===== src/rtl/xirq_pkg.sv =====
package xirq_pkg;
    localparam int unsigned XI_CH     = 8;
    localparam int unsigned XI_BASE_W = 4;
    localparam logic [7:0]  XI_TOP_VEC  = 8'h04;
    localparam logic [7:0]  XI_TRAP_VEC = 8'h02;
endpackage


===== src/rtl/xirq_sync_edge.sv =====
module xirq_sync_edge #(
    parameter int unsigned W = 9
) (
    input  logic         clk,
    input  logic         rst_n,
    input  logic [W-1:0] raw_i,
    input  logic [W-1:0] rise_sel_i,
    output logic [W-1:0] hit_o
);
    typedef struct packed {
        logic [W-1:0] s1;
        logic [W-1:0] s2;
        logic [W-1:0] prev;
    } sync_t;

    sync_t st_d, st_q;

    always_comb begin
        st_d.s1   = raw_i;
        st_d.s2   = st_q.s1;
        st_d.prev = st_q.s2;
    end

    always_ff @(posedge clk or negedge rst_n) begin
        if (!rst_n) st_q <= '0;
        else        st_q <= st_d;
    end

    for (genvar g = 0; g < W; g++) begin : g_edge
        assign hit_o[g] = rise_sel_i[g] ? ( st_q.s2[g] & ~st_q.prev[g])
                                        : (~st_q.s2[g] &  st_q.prev[g]);
    end
endmodule


===== src/rtl/xirq_prio_pick.sv =====
module xirq_prio_pick #(
    parameter int unsigned N  = 8,
    parameter int unsigned IW = 3
) (
    input  logic [N-1:0] ext_elig_i,
    input  logic         top_elig_i,
    output logic         any_o,
    output logic         top_win_o,
    output logic [IW-1:0] idx_o,
    output logic [N:0]   onehot_o
);
    always_comb begin
        any_o     = top_elig_i | (|ext_elig_i);
        top_win_o = top_elig_i;
        idx_o     = '0;
        onehot_o  = '0;
        for (int i = int'(N) - 1; i >= 0; i--) begin
            if (ext_elig_i[i]) idx_o = IW'(i);
        end
        if (top_elig_i)        onehot_o[N]     = 1'b1;
        else if (|ext_elig_i)  onehot_o[idx_o] = 1'b1;
    end
endmodule


===== src/rtl/xirq_vector_ctrl.sv =====
module xirq_vector_ctrl
    import xirq_pkg::*;
#(
    parameter int unsigned CH_N   = XI_CH,
    parameter int unsigned BASE_W = XI_BASE_W,
    localparam int unsigned IDX_W = $clog2(CH_N),
    localparam int unsigned VEC_W = BASE_W + IDX_W + 1
) (
    input  logic              clk,
    input  logic              rst_n,
    input  logic [CH_N-1:0]   ext_irq_i,
    input  logic [CH_N-1:0]   edge_rise_i,
    input  logic [CH_N-1:0]   chan_en_i,
    input  logic              glob_en_i,
    input  logic              top_src_wdog_i,
    input  logic              nmi_pin_i,
    input  logic              wdog_evt_i,
    input  logic [BASE_W-1:0] vec_base_i,
    input  logic              irq_ack_i,
    output logic              irq_req_o,
    output logic [VEC_W-1:0]  irq_vec_o
);
    localparam logic [VEC_W-1:0] TOP_VEC = VEC_W'(XI_TOP_VEC);

    typedef struct packed {
        logic [CH_N:0]    pend;
        logic [VEC_W-1:0] vec;
    } ctl_t;

    ctl_t st_d, st_q;

    logic              top_raw;
    logic [CH_N:0]     hit;
    logic [CH_N-1:0]   ext_elig;
    logic              any_win;
    logic              top_win;
    logic [IDX_W-1:0]  win_idx;
    logic [CH_N:0]     win_hot;

    assign top_raw = top_src_wdog_i ? wdog_evt_i : nmi_pin_i;

    xirq_sync_edge #(.W(CH_N + 1)) i_sync (
        .clk        (clk),
        .rst_n      (rst_n),
        .raw_i      ({top_raw, ext_irq_i}),
        .rise_sel_i ({1'b1, edge_rise_i}),
        .hit_o      (hit)
    );

    assign ext_elig = st_q.pend[CH_N-1:0] & chan_en_i & {CH_N{glob_en_i}};

    xirq_prio_pick #(.N(CH_N), .IW(IDX_W)) i_pick (
        .ext_elig_i (ext_elig),
        .top_elig_i (st_q.pend[CH_N]),
        .any_o      (any_win),
        .top_win_o  (top_win),
        .idx_o      (win_idx),
        .onehot_o   (win_hot)
    );

    always_comb begin
        logic              take;
        logic [CH_N:0]     clr;
        logic [BASE_W-1:0] base_eff;
        logic [VEC_W-1:0]  win_vec;
        take     = irq_ack_i & any_win;
        clr      = take ? win_hot : '0;
        base_eff = (vec_base_i == '0) ? BASE_W'(1) : vec_base_i;
        win_vec  = top_win ? TOP_VEC : {base_eff, win_idx, 1'b0};
        st_d.pend = (st_q.pend & ~clr) | hit;
        st_d.vec  = take ? win_vec : st_q.vec;
    end

    always_ff @(posedge clk or negedge rst_n) begin
        if (!rst_n) st_q <= '0;
        else        st_q <= st_d;
    end

    assign irq_req_o = any_win;
    assign irq_vec_o = st_q.vec;
endmodule


===== config.mk =====
export PLATFORM = sky130hd
export DESIGN_NAME = xirq_vector_ctrl
export DESIGN_NICKNAME = d
export VERILOG_FILES = /design/src/rtl/xirq_pkg.sv /design/src/rtl/xirq_sync_edge.sv /design/src/rtl/xirq_prio_pick.sv /design/src/rtl/xirq_vector_ctrl.sv
export SDC_FILE = /design/constraint.sdc
export NUM_CORES = 1
export LEC_CHECK = 0
export BUFFER_PORTS_ARGS = -buffer_cell sky130_fd_sc_hd__buf_2
export CAP_MARGIN = 25
export CORE_MARGIN = 3
export CORE_UTILIZATION = 54
export CTS_BUF_LIST = sky130_fd_sc_hd__clkbuf_8
export DETAILED_ROUTE_END_ITERATION = 10
export GPL_ROUTABILITY_DRIVEN = 0
export PLACE_DENSITY = 0.83
export SYNTH_ARGS = -nofsm -noshare
export SYNTH_HDL_FRONTEND = slang
export SYNTH_SLANG_ARGS = --single-unit

===== constraint.sdc =====
create_clock -name clk -period 2.1 [get_ports clk]
set_clock_uncertainty 0.2 [all_clocks]
set_input_delay 0.42 -clock clk [delete_from_list [all_inputs] [get_ports clk]]
set_output_delay 0.42 -clock clk [all_outputs]
set_load 0.01 [all_outputs]

==> summary.md <==
| Metric | Value |
|---|---|
| Die width | `62.47 microns` |
| Sequential fraction of the synthesis area | `62.50%` |
| Syn Nets | `180` |
| P&R area growth vs syn | `21.22%` |
| Adder-Cell Fraction of Synth Area | `0%` |
| Min cycle time layout | `2.213 ns` |
| DR iter-0 viols | `83` |
| Largest family of logic cells by synthesized area | `compound AO/OA/AOI/OAI gates` |
| Post-synthesis compound-gate area fraction | `16.72%` |
| Total CTS buffers | `5` |
| Yosys Warn Count | `0` |
| Setup TNS | `-0.1134 ns` |
| Hold Path Class | `primary input to register` |
| Mapped Cells | `145` |
| Routed wire per std cell | `14.01 microns` |
| I/O Buffers | `42` |
| Post-synthesis cell area | `~1700 sq um` |
| Core ar. | `just under 3000 sq um` |
| Global route total overflow | `0` |
| Fin crit share | `105.4%` |
| GRT Total Usage | `18.34%` |
| Reg area | `around 1100 sq um` |
| Mean area per synthesized cell | `about 12 sq um` |
| Commonest cells after routing, fill and taps aside | `dfrtp_1 (43), buf_2 (41), nand3_1 (11), nand2_1 (10), nor2_1 (9)` |
| Post-DP HPWL | `between 2000 and 2500 microns` |
| WL final | `3320 microns` |
| Number of max-cap violations | `0` |
| Synth cell types | `28` |
| #FFs+latches synth | `43` |
| Post-Synth Simple-Gate Area | `15.33%` |
| First-pass GRT wire length | `5554 microns` |
| Hold Vio Cnt, Final | `0` |
| DIE AREA | `3902 sq um` |
| Worst-skew pair later-pin latency | `0.30 ns` |
| RSZ-0062 raised after global routing | `yes` |
| Fin worst setup slack | `-0.1134 ns` |
| Die height | `62.47 microns` |
| Fin nets | `229` |
| H-tree depth | `2` |
| Outcome | `finished with violations` |
| # diodes | `0` |
| Fmax | `451.8 MHz` |
| Share of cells above drive strength 1 | `roughly a third` |
| Area of the multi-input gates | `~570 sq um` |
| Vias per inst | `between 5 and 6` |
| Critical Path Sink Type | `output port` |
| CTS tree | `yes` |
| Relative slew slack | `between 60% and 70%` |
| Vias in the first global route | `1294` |
| Setup Viol. Count Final | `1` |
| CTS clk-pin slew, worst paths | `0.08 ns` |
| Worst-Margin Slew | `0.5116 ns` |
| Largest net degree at the start of global routing | `44` |
| Worst IR drop on VDD | `0.5688 mV` |
| DRT antenna net count | `0` |
| # fillers | `248` |
| Initial antenna violation count | `0` |
| FP Rows | `19` |
| Critical Path RT | `1.48 ns` |
| Starting Density | `59.36%` |
| Arr. time, crit path | `1.59 ns` |
| IO Pins | `44` |
| Max-slew violations | `0` |
| Crit Path Class | `register to output port` |
| Failing checks | `setup timing` |
| Lkg Pwr | `0.9460 nW` |
| Num Clock Sinks | `43` |
| Crit-path max FO | `3` |
| Finished Core Util | `71.96%` |
| Max clock buf depth | `2` |
| Commonest non-fill, non-tap cell in the layout | `dfrtp_1` |
| Startpoint Class | `register` |
| Power Density | `824.9 nW/um^2` |
| Clock Tree Root | `clkbuf_8` |
| Pre-antenna DRT Iters | `4` |
| Vias | `1301` |
| DRC | `0` |
| Multiplexer area fraction after synthesis | `0.6541%` |
| XOR/XNOR share of the synthesized area | `0%` |
==> path summary, 6_finish.rpt <==
check                                   to  depth (start not counted)  slack, ns             from
setup / recovery                 irq_req_o                          4      -0.11          st_q[8]
hold / removal             i_sync.st_d[13]                          1       0.02     ext_irq_i[4]
setup reg to reg              irq_vec_o[5]                          6       0.20          st_q[8]
hold reg to reg             i_sync.st_d[2]                          0       0.15  i_sync.st_d[11]
max in group asynchronous   i_sync.st_d[8]                          3       0.83            rst_n
min in group asynchronous     irq_vec_o[6]                          3       0.51            rst_n
==> kinds of logic after synthesis <==
logic type / after synthesis
buf+inv: 13
mux: 1
compound gates: 38
other cells: 1
flops: 43
simple gates: 49
==> sequential cells by signal (all words and copies together), names as in the netlist <==
signal / cells
i_sync.st_d: 18
i_sync.st_q: 9
st_q: 9
irq_vec_o: 7
==> routing by layer <==
| layer | routed length, microns | track usage [%] |
|---|---|---|
| met1 | 1320 | 20.55 |
| met2 | 1708 | 30.89 |
| met3 | 217 | 7.014 |
| met4 | 74 | 8.264 |
| met5 | 0 | 0 |
==> where the power goes <==
group / switching (W) / leakage (nW) / internal, W
combinational: 0.000139 / 0.413 / 0.000118
clock: 0.000287 / 0.0443 / 0.000237
sequential: 0.0000449 / 0.489 / 0.000896
total: 0.000471 / 0.946 / 0.00125
==> worst max-delay path, stage by stage (launching register included) <==
cell and delay, ns:
dfrtp_1 0.39, a22o_1 0.26, o41ai_4 0.39, nand2_2 0.12, buf_6 0.13
==> timing repair <==
action | CTS | global route
setup endpoints to repair | 1 | 1
hold buffers | 1 | 0
endpoints found under the hold margin | 43 | 0
pin swaps | 5 | 3
resized for setup | 0 | 1
buffers inserted | 3 | 1
==> through the flow <==
stage | std cells | area [sq um] | setup WS (ns) | power, W | hold slack [ns]
after global placement | 224 | 1947 | 0.05729 | 0.001183 | 0.1321
after floorplan | 145 | 1722 | 0.1642 | 0.001111 | -0.07559
after global routing | 237 | 2087 | -0.2103 | 0.001826 | 0.0008679
after CTS | 236 | 2073 | -0.1059 | 0.001734 | 0.01419
final | 237 | 2087 | -0.1134 | 0.001722 | 0.02129
after detailed placement | 224 | 1947 | 0.06254 | 0.001196 | 0.1355
==> synth_stat cells <==
master,count,area [sq um]
o21ai_0,8,40.04
o2bb2ai_1,4,35.03
o21ai_1,1,5.000
buf_4,8,60.06
nor2_1,9,33.78
a21oi_1,6,30.03
a22o_1,4,35.03
conb_1,1,3.750
o41ai_4,1,27.53
nor2_2,1,6.260
a211oi_2,1,12.51
nand3b_1,6,45.04
o2111ai_1,1,8.760
or3_1,1,6.260
mux2_2,1,11.26
a221o_1,1,10.01
dfrtp_1,43,1076
o2111a_1,1,11.26
and2_1,1,6.260
nand2_1,10,37.54
nand3_1,11,55.05
nand2_2,1,6.260
a22oi_1,6,45.04
o211ai_1,2,15.01
inv_1,5,18.77
nor3_1,3,15.01
or3b_2,6,52.55
o22ai_1,2,12.51
==> final cells by class <==
| type | count | share of cell area (%) |
|---|---|---|
| clock buffer | 5 | 3.297 |
| clock inverter | 3 | 1.199 |
| inverter | 5 | 0.8993 |
| multi-input combinational | 89 | 27.16 |
| sequential | 43 | 51.56 |
| tap | 42 | 2.518 |
| timing repair buffer | 50 | 13.37 |
Note: power is estimated with default switching activity, not from simulation.
